==> config.mk <==
export PLATFORM = sky130hd
export DESIGN_NAME = fpm_dram_ctrl
export DESIGN_NICKNAME = d
export VERILOG_FILES = /design/src/rtl/fpm_pkg.sv /design/src/rtl/fpm_elapsed.sv /design/src/rtl/fpm_row_track.sv /design/src/rtl/fpm_dram_ctrl.sv
export SDC_FILE = /design/constraint.sdc
export NUM_CORES = 1
export LEC_CHECK = 0
export BUFFER_PORTS_ARGS = -buffer_cell sky130_fd_sc_hd__buf_2
export CORE_MARGIN = 8
export CORE_UTILIZATION = 54
export DETAILED_ROUTE_END_ITERATION = 6
export HOLD_SLACK_MARGIN = 0.05
export PLACE_DENSITY = 0.79
export SLEW_MARGIN = 40
export SYNTH_ARGS = -nofsm -noshare
export SYNTH_HDL_FRONTEND = slang
export SYNTH_SLANG_ARGS = --single-unit
export TNS_END_PERCENT = 10
==> constraint.sdc <==
create_clock -name clk_i -period 2.8 [get_ports clk_i]
set_input_delay 0.14 -clock clk_i [delete_from_list [all_inputs] [get_ports clk_i]]
set_output_delay 0.14 -clock clk_i [all_outputs]
set_load 0.1 [all_outputs]
==> src/rtl/fpm_pkg.sv <==
package fpm_pkg;
  typedef enum logic [2:0] {
    S_IDLE, S_ROW, S_COL, S_CASH, S_OPEN, S_PRE, S_RCAS, S_RRAS
  } fpm_state_e;

  function automatic int unsigned ps2cyc(input int unsigned ps, input int unsigned clk_ps);
    int unsigned c;
    c = (ps + clk_ps - 1) / clk_ps;
    return (c == 0) ? 1 : c;
  endfunction

  function automatic int unsigned umax(input int unsigned a, input int unsigned b);
    return (a > b) ? a : b;
  endfunction
endpackage

==> src/rtl/fpm_elapsed.sv <==
module fpm_elapsed #(
  parameter int unsigned W = 4
) (
  input  logic         clk_i,
  input  logic         rst_ni,
  input  logic         clr_i,
  output logic [W-1:0] cnt_o
);
  always_ff @(posedge clk_i or negedge rst_ni) begin
    if (!rst_ni)           cnt_o <= '0;
    else if (clr_i)        cnt_o <= '0;
    else if (cnt_o != '1)  cnt_o <= cnt_o + 1'b1;
  end
endmodule

==> src/rtl/fpm_row_track.sv <==
module fpm_row_track #(
  parameter int unsigned ROW_W = 10
) (
  input  logic             clk_i,
  input  logic             rst_ni,
  input  logic             open_i,
  input  logic             close_i,
  input  logic [ROW_W-1:0] row_i,
  input  logic [ROW_W-1:0] cmp_row_i,
  output logic             hit_o
);
  logic [ROW_W-1:0] row_q;
  logic             vld_q;

  always_ff @(posedge clk_i or negedge rst_ni) begin
    if (!rst_ni) begin
      row_q <= '0;
      vld_q <= 1'b0;
    end else if (open_i) begin
      row_q <= row_i;
      vld_q <= 1'b1;
    end else if (close_i) begin
      vld_q <= 1'b0;
    end
  end

  assign hit_o = vld_q && (cmp_row_i == row_q);
endmodule

==> src/rtl/fpm_dram_ctrl.sv <==
module fpm_dram_ctrl
  import fpm_pkg::*;
#(
  parameter int unsigned ROW_W     = 10,
  parameter int unsigned COL_W     = 10,
  parameter int unsigned DQ_W      = 4,
  parameter int unsigned CLK_PS    = 8000,
  parameter int unsigned T_RAS_PS  = 50000,
  parameter int unsigned T_RP_PS   = 35000,
  parameter int unsigned T_RC_PS   = 95000,
  parameter int unsigned T_RCD_PS  = 18000,
  parameter int unsigned T_RAH_PS  = 8000,
  parameter int unsigned T_CAS_PS  = 13000,
  parameter int unsigned T_CP_PS   = 10000,
  parameter int unsigned T_PC_PS   = 35000,
  parameter int unsigned T_CAH_PS  = 10000,
  parameter int unsigned T_DH_PS   = 10000,
  parameter int unsigned T_CAC_PS  = 13000,
  parameter int unsigned T_RAC_PS  = 50000,
  parameter int unsigned T_CSR_PS  = 10000,
  parameter int unsigned T_CHR_PS  = 10000,
  localparam int unsigned ADDR_W   = ROW_W + COL_W,
  localparam int unsigned DA_W     = (ROW_W > COL_W) ? ROW_W : COL_W
) (
  input  logic              clk_i,
  input  logic              rst_ni,
  input  logic              req_valid_i,
  output logic              req_ready_o,
  input  logic              req_we_i,
  input  logic [ADDR_W-1:0] req_addr_i,
  input  logic [DQ_W-1:0]   req_wdata_i,
  output logic              rd_valid_o,
  output logic [DQ_W-1:0]   rd_data_o,
  input  logic              ref_req_i,
  output logic              ref_gnt_o,
  output logic              dram_ras_n_o,
  output logic              dram_cas_n_o,
  output logic              dram_we_n_o,
  output logic              dram_oe_n_o,
  output logic              dram_col_sel_o,
  output logic [DA_W-1:0]   dram_addr_o,
  output logic [DQ_W-1:0]   dram_dq_o,
  output logic              dram_dq_oe_o,
  input  logic [DQ_W-1:0]   dram_dq_i
);
  localparam int unsigned RAS_C   = ps2cyc(T_RAS_PS, CLK_PS);
  localparam int unsigned RP_C    = ps2cyc(T_RP_PS, CLK_PS);
  localparam int unsigned RC_C    = ps2cyc(T_RC_PS, CLK_PS);
  localparam int unsigned RAH_C   = ps2cyc(T_RAH_PS, CLK_PS);
  localparam int unsigned RCDX_C  = umax(ps2cyc(T_RCD_PS, CLK_PS), RAH_C + 1);
  localparam int unsigned CAC_C   = ps2cyc(T_CAC_PS, CLK_PS);
  localparam int unsigned RAC_C   = ps2cyc(T_RAC_PS, CLK_PS);
  localparam int unsigned CASLO_C = umax(umax(ps2cyc(T_CAS_PS, CLK_PS), CAC_C),
                                         umax(ps2cyc(T_CAH_PS, CLK_PS), ps2cyc(T_DH_PS, CLK_PS)));
  localparam int unsigned PC_C    = ps2cyc(T_PC_PS, CLK_PS);
  localparam int unsigned CPH_C   = umax(ps2cyc(T_CP_PS, CLK_PS),
                                         (PC_C > CASLO_C) ? PC_C - CASLO_C : 1);
  localparam int unsigned PRE_C   = umax(RP_C, (RC_C > RAS_C) ? RC_C - RAS_C : 1);
  localparam int unsigned CSR_C   = ps2cyc(T_CSR_PS, CLK_PS);
  localparam int unsigned RLOW_C  = umax(RAS_C, ps2cyc(T_CHR_PS, CLK_PS));
  localparam int unsigned TMAX    = umax(umax(umax(RLOW_C, RAC_C), umax(PRE_C, CPH_C)),
                                         umax(umax(RCDX_C, CASLO_C), CSR_C));
  localparam int unsigned TW      = $clog2(TMAX + 2);

  // limit L means "L cycles elapsed at this edge": counter reads L-1
  localparam logic [TW-1:0] L_RAS   = TW'(RAS_C - 1);
  localparam logic [TW-1:0] L_RAH   = TW'(RAH_C - 1);
  localparam logic [TW-1:0] L_RCDX  = TW'(RCDX_C - 1);
  localparam logic [TW-1:0] L_RAC   = TW'(RAC_C - 1);
  localparam logic [TW-1:0] L_CASLO = TW'(CASLO_C - 1);
  localparam logic [TW-1:0] L_CPH   = TW'(CPH_C - 1);
  localparam logic [TW-1:0] L_PRE   = TW'(PRE_C - 1);
  localparam logic [TW-1:0] L_CSR   = TW'(CSR_C - 1);
  localparam logic [TW-1:0] L_RLOW  = TW'(RLOW_C - 1);

  fpm_state_e        state_q, state_d;
  logic [TW-1:0]     tmr_q, ras_age_q;
  logic [ADDR_W-1:0] addr_q;
  logic              wr_q, wr_d;
  logic              acc, smp, gnt_d, hit;
  logic              ras_n_d, cas_n_d, we_n_d, oe_n_d, col_sel_d;

  fpm_elapsed #(.W(TW)) u_state_tmr (
    .clk_i (clk_i),
    .rst_ni(rst_ni),
    .clr_i (state_d != state_q),
    .cnt_o (tmr_q)
  );

  fpm_elapsed #(.W(TW)) u_ras_age (
    .clk_i (clk_i),
    .rst_ni(rst_ni),
    .clr_i (dram_ras_n_o && !ras_n_d),
    .cnt_o (ras_age_q)
  );

  fpm_row_track #(.ROW_W(ROW_W)) u_row (
    .clk_i    (clk_i),
    .rst_ni   (rst_ni),
    .open_i   (acc && (state_q == S_IDLE)),
    .close_i  ((state_d == S_PRE) && (state_q != S_PRE)),
    .row_i    (req_addr_i[ADDR_W-1:COL_W]),
    .cmp_row_i(req_addr_i[ADDR_W-1:COL_W]),
    .hit_o    (hit)
  );

  assign req_ready_o = !ref_req_i && ((state_q == S_IDLE) || ((state_q == S_OPEN) && hit));

  always_comb begin
    state_d = state_q;
    acc     = 1'b0;
    smp     = 1'b0;
    gnt_d   = 1'b0;
    unique case (state_q)
      S_IDLE: begin
        if (ref_req_i) state_d = S_RCAS;
        else if (req_valid_i) begin
          state_d = S_ROW;
          acc     = 1'b1;
        end
      end
      S_ROW:  if (tmr_q >= L_RCDX) state_d = S_COL;
      S_COL: begin
        if ((tmr_q >= L_CASLO) && (wr_q || (ras_age_q >= L_RAC))) begin
          state_d = S_CASH;
          smp     = !wr_q;
        end
      end
      S_CASH: if (tmr_q >= L_CPH) state_d = S_OPEN;
      S_OPEN: begin
        if (ref_req_i || (req_valid_i && !hit)) begin
          if (ras_age_q >= L_RAS) state_d = S_PRE;
        end else if (req_valid_i) begin
          state_d = S_COL;
          acc     = 1'b1;
        end
      end
      S_PRE:  if (tmr_q >= L_PRE) state_d = S_IDLE;
      S_RCAS: if (tmr_q >= L_CSR) state_d = S_RRAS;
      S_RRAS: begin
        if (ras_age_q >= L_RLOW) begin
          state_d = S_PRE;
          gnt_d   = 1'b1;
        end
      end
      default: state_d = S_IDLE;
    endcase
  end

  always_comb begin
    wr_d      = acc ? req_we_i : wr_q;
    ras_n_d   = !(state_d inside {S_ROW, S_COL, S_CASH, S_OPEN, S_RRAS});
    cas_n_d   = !(state_d inside {S_COL, S_RCAS, S_RRAS});
    we_n_d    = !((state_d == S_COL) && wr_d);
    oe_n_d    = !((state_d == S_COL) && !wr_d);
    col_sel_d = ((state_q == S_ROW) && (state_d == S_ROW) && (tmr_q >= L_RAH)) ||
                (state_d inside {S_COL, S_CASH, S_OPEN});
  end

  always_ff @(posedge clk_i or negedge rst_ni) begin
    if (!rst_ni) begin
      state_q        <= S_IDLE;
      addr_q         <= '0;
      wr_q           <= 1'b0;
      dram_dq_o      <= '0;
      dram_ras_n_o   <= 1'b1;
      dram_cas_n_o   <= 1'b1;
      dram_we_n_o    <= 1'b1;
      dram_oe_n_o    <= 1'b1;
      dram_dq_oe_o   <= 1'b0;
      dram_col_sel_o <= 1'b0;
      rd_valid_o     <= 1'b0;
      rd_data_o      <= '0;
      ref_gnt_o      <= 1'b0;
    end else begin
      state_q        <= state_d;
      wr_q           <= wr_d;
      if (acc) begin
        addr_q    <= req_addr_i;
        dram_dq_o <= req_wdata_i;
      end
      dram_ras_n_o   <= ras_n_d;
      dram_cas_n_o   <= cas_n_d;
      dram_we_n_o    <= we_n_d;
      dram_oe_n_o    <= oe_n_d;
      dram_dq_oe_o   <= !we_n_d;
      dram_col_sel_o <= col_sel_d;
      rd_valid_o     <= smp;
      if (smp) rd_data_o <= dram_dq_i;
      ref_gnt_o      <= gnt_d;
    end
  end

  assign dram_addr_o = dram_col_sel_o ? DA_W'(addr_q[COL_W-1:0])
                                      : DA_W'(addr_q[ADDR_W-1:COL_W]);
endmodule

==> flow_metrics.py <==
metrics = {
    "clock_tree": {
        "htree_num_levels": 3,
        "cts-root-buf": "clkbuf_8",
        "cts_resized": 0,
        "post_cts.repair.setup_buffers": 0,
        "clock_latency_ps": 330,
        "clkTransAtPathRegs_ps": 60,
        "clock_sinks": 59,
        "cts_buffers": 9,
        "cts_tree": "done",
        "cts_buffer_depth": 2,
        "holdBufCountCts": 19,
    },
    "setup_path": {
        "reg2reg_slack_ps": 290,
        "worstPathArrival_ps": 2720,
        "worstPathMaxFanout": 9,
        "reg2reg_from": "u_state_tmr.cnt_o[0]$_DFFE_PN0P_",
        "worstPathCellList": "inv_1 -> ha_1 -> nor4b_1 -> a2111oi_0 -> nor3_1 -> a32o_2 -> o41ai_1 -> nand2b_1",
        "cp-start-kind": "flip-flop",
        "r2r-end": "u_row.vld_q$_DFFE_PN0P_",
        "cpPeakStageDelay_ps": 480,
        "crit_path_top_delay_cell": "o41ai_1",
        "criticalPathCategory": "flip-flop to flip-flop",
        "cp-end-kind": "flip-flop",
        "reg2regPathDepth": 8,
        "worstPathRequired_ps": 3010,
    },
    "timing": {
        "slew_violations": 0,
        "max_slew_margin_pct": 61.63,
        "period_share_pct": 89.63,
        "skew_ps": 7.572,
        "timing_hold_violations_final": 0,
        "worst_pin_slew_ps": 570.3,
        "setup_tns_ps": 0,
        "setup_viol": 0,
        "rsz0062_at_grt": "no",
        "hold_slack_ps": 82.11,
        "fin_crit_ps": 2510,
        "fmax_mhz": 398.5,
    },
    "floorplan": {
        "dieHeight_um": 88.73,
        "core_um2": 5107,
        "rows": 26,
        "die_x_um": 88.73,
        "dieArea_um2": 7873,
        "start_util_pct": 55.93,
        "io_pins": 60,
    },
    "synth": {
        "synth_cell_types": 44,
        "ys.flop_type": "dfrtp_1",
        "syn_area_per_cell_um2": 11.66,
        "synthesis.area_um2": 2856,
        "synth_edf_count": 0,
        "async_flop_share_pct": 100.0,
        "syn-num-nets": 284,
        "yosysSeqAreaShare_pct": 51.86,
        "yosysWarnings": 0,
        "syn_inst": 245,
        "ys_ff_latch": 59,
    },
    "drt": {
        "vias_per_cell": 5.387,
        "wire_per_inst_um": 15.32,
        "routed_wl_um": 6221,
        "first_pass_iters": 4,
        "vias": 2187,
        "postRouteAntennaNets": 0,
        "drt-initial-drc-count": 94,
        "drcViolationCount": 0,
    },
    "cells_and_area": {
        "mostFrequentLayoutCells": "buf_2 (58), dfrtp_1 (55), mux2_2 (46)",
        "syn_to_final_growth_pct": 28.21,
        "diodes": 0,
        "fin_nets": 370,
        "drive_gt1_share_pct": 40.77,
        "multiInputGateArea_um2": 1303,
        "instances_no_fill": 406,
        "final_util_pct": 71.71,
        "ff_latch_area_um2": 1481,
        "n_fill_cell": 393,
        "final_common_cell": "buf_2",
    },
    "grt": {
        "overflow": 0,
        "grt_max_degree": 48,
        "grt_pass1_wl_um": 10450,
        "antenna_found_initial": 0,
        "grt_pass1_vias": 2298,
        "grt_usage_pct": 17.37,
    },
    "placement": {
        "gp_congestion": 0.8528,
        "portBuffers": 59,
        "dp.final_hpwl_um": 4342,
        "numPlacedInstances": 371,
    },
    "min_path": {
        "worstHoldStart": "req_addr_i[13]",
        "hold-path-cell-count": 2,
        "hold_class": "input port to flip-flop",
        "min_to": "addr_q[13]$_DFFE_PN0P_",
    },
    "outcome": {
        "status": "finished, final reports clean",
    },
    "run": {
        "maxCapViolations": 0,
    },
}
==> critical path, delay by kind of cell (launching register included) <==
kind            cells  cell delay (ps)
compound gates      3             1270
flops               1              450
simple gates        3              370
fa+ha+maj           1              200
buf+inv             1               90
==> cell families after synthesis <==
kind of cell	share of synthesized area, %
adders and majority gates	2.628
and+or+nand+nor	13.45
xor gates and xnor gates	3.986
muxes	18.84
AOI/OAI and AO/OA	6.483
buffers and inverters	2.760
DFF	51.86
==> layout make-up <==
| cell class | count | area share [%] |
|---|---|---|
| clock buffer | 12 | 4.236 |
| clock inverter | 4 | 1.982 |
| inverter | 10 | 1.025 |
| multi-input combinational | 168 | 35.57 |
| sequential | 59 | 40.45 |
| tap | 70 | 2.392 |
| timing repair buffer | 83 | 14.35 |
==> stage by stage <==
| stage | cell area [um^2] | setup WS (ps) |
|---|---|---|
| floorplan | 2856 | 95.90 |
| global placement | 3242 | 418.3 |
| detailed placement | 3244 | 335.4 |
| CTS | 3662 | 305.1 |
| global route | 3662 | 94.20 |
| finish | 3662 | 290.4 |
==> worst max path at each step <==
stage / from / end / depth (start not counted)
floorplan: u_row.row_q[8]$_DFFE_PN0P_ / req_ready_o / 4
global placement: u_state_tmr.cnt_o[0]$_DFFE_PN0P_ / u_state_tmr.cnt_o[3]$_DFFE_PN0P_ / 9
detailed placement: u_state_tmr.cnt_o[0]$_DFFE_PN0P_ / u_state_tmr.cnt_o[3]$_DFFE_PN0P_ / 9
CTS: u_state_tmr.cnt_o[0]$_DFFE_PN0P_ / u_row.vld_q$_DFFE_PN0P_ / 8
global route: u_row.row_q[8]$_DFFE_PN0P_ / u_ras_age.cnt_o[3]$_DFFE_PN0P_ / 7
finish: u_state_tmr.cnt_o[0]$_DFFE_PN0P_ / u_row.vld_q$_DFFE_PN0P_ / 8
==> layer usage <==
| layer | wire (um) | vias up | global-route usage (%) |
|---|---|---|---|
| li1 | - | 1042 | - |
| met4 | 178 | 0 | 10.29 |
| met5 | 0 | - | 0 |
| met2 | 3074 | 70 | 30.19 |
| met3 | 326 | 16 | 3.528 |
| met1 | 2641 | 1059 | 19.06 |
==> state kept, by name, indices dropped and copies added, names as in the netlist <==
name	flops
dram_dq_oe_o	1
dram_oe_n_o	1
u_row.vld_q	1
u_row.row_q	10
dram_ras_n_o	1
addr_q	20
rd_data_o	4
u_state_tmr.cnt_o	4
rd_valid_o	1
dram_we_n_o	1
state_q	3
dram_dq_o	4
dram_col_sel_o	1
ref_gnt_o	1
wr_q	1
dram_cas_n_o	1
u_ras_age.cnt_o	4
==> Yosys cell counts (all sizes together), types with 3 or more instances <==
library cell  number  area, um^2
nand3              8       40.04
nor4               6       37.54
clkbuf             6       22.52
xnor2              3       26.28
a21oi              3       15.01
nor3               9       45.04
mux2              46       518.0
ha                 6       75.07
nand2             23       88.84
a31oi              5       31.28
nand4              3       18.77
nor2               9       33.78
dfrtp             55        1376
xor2              10       87.58
dfstp              4       105.1
inv               10       37.54
o21ai              9       48.79
Power is left out: the tool's default activity adds up to more than one toggle a clock period on the data nets, which glitch-free logic cannot reach.
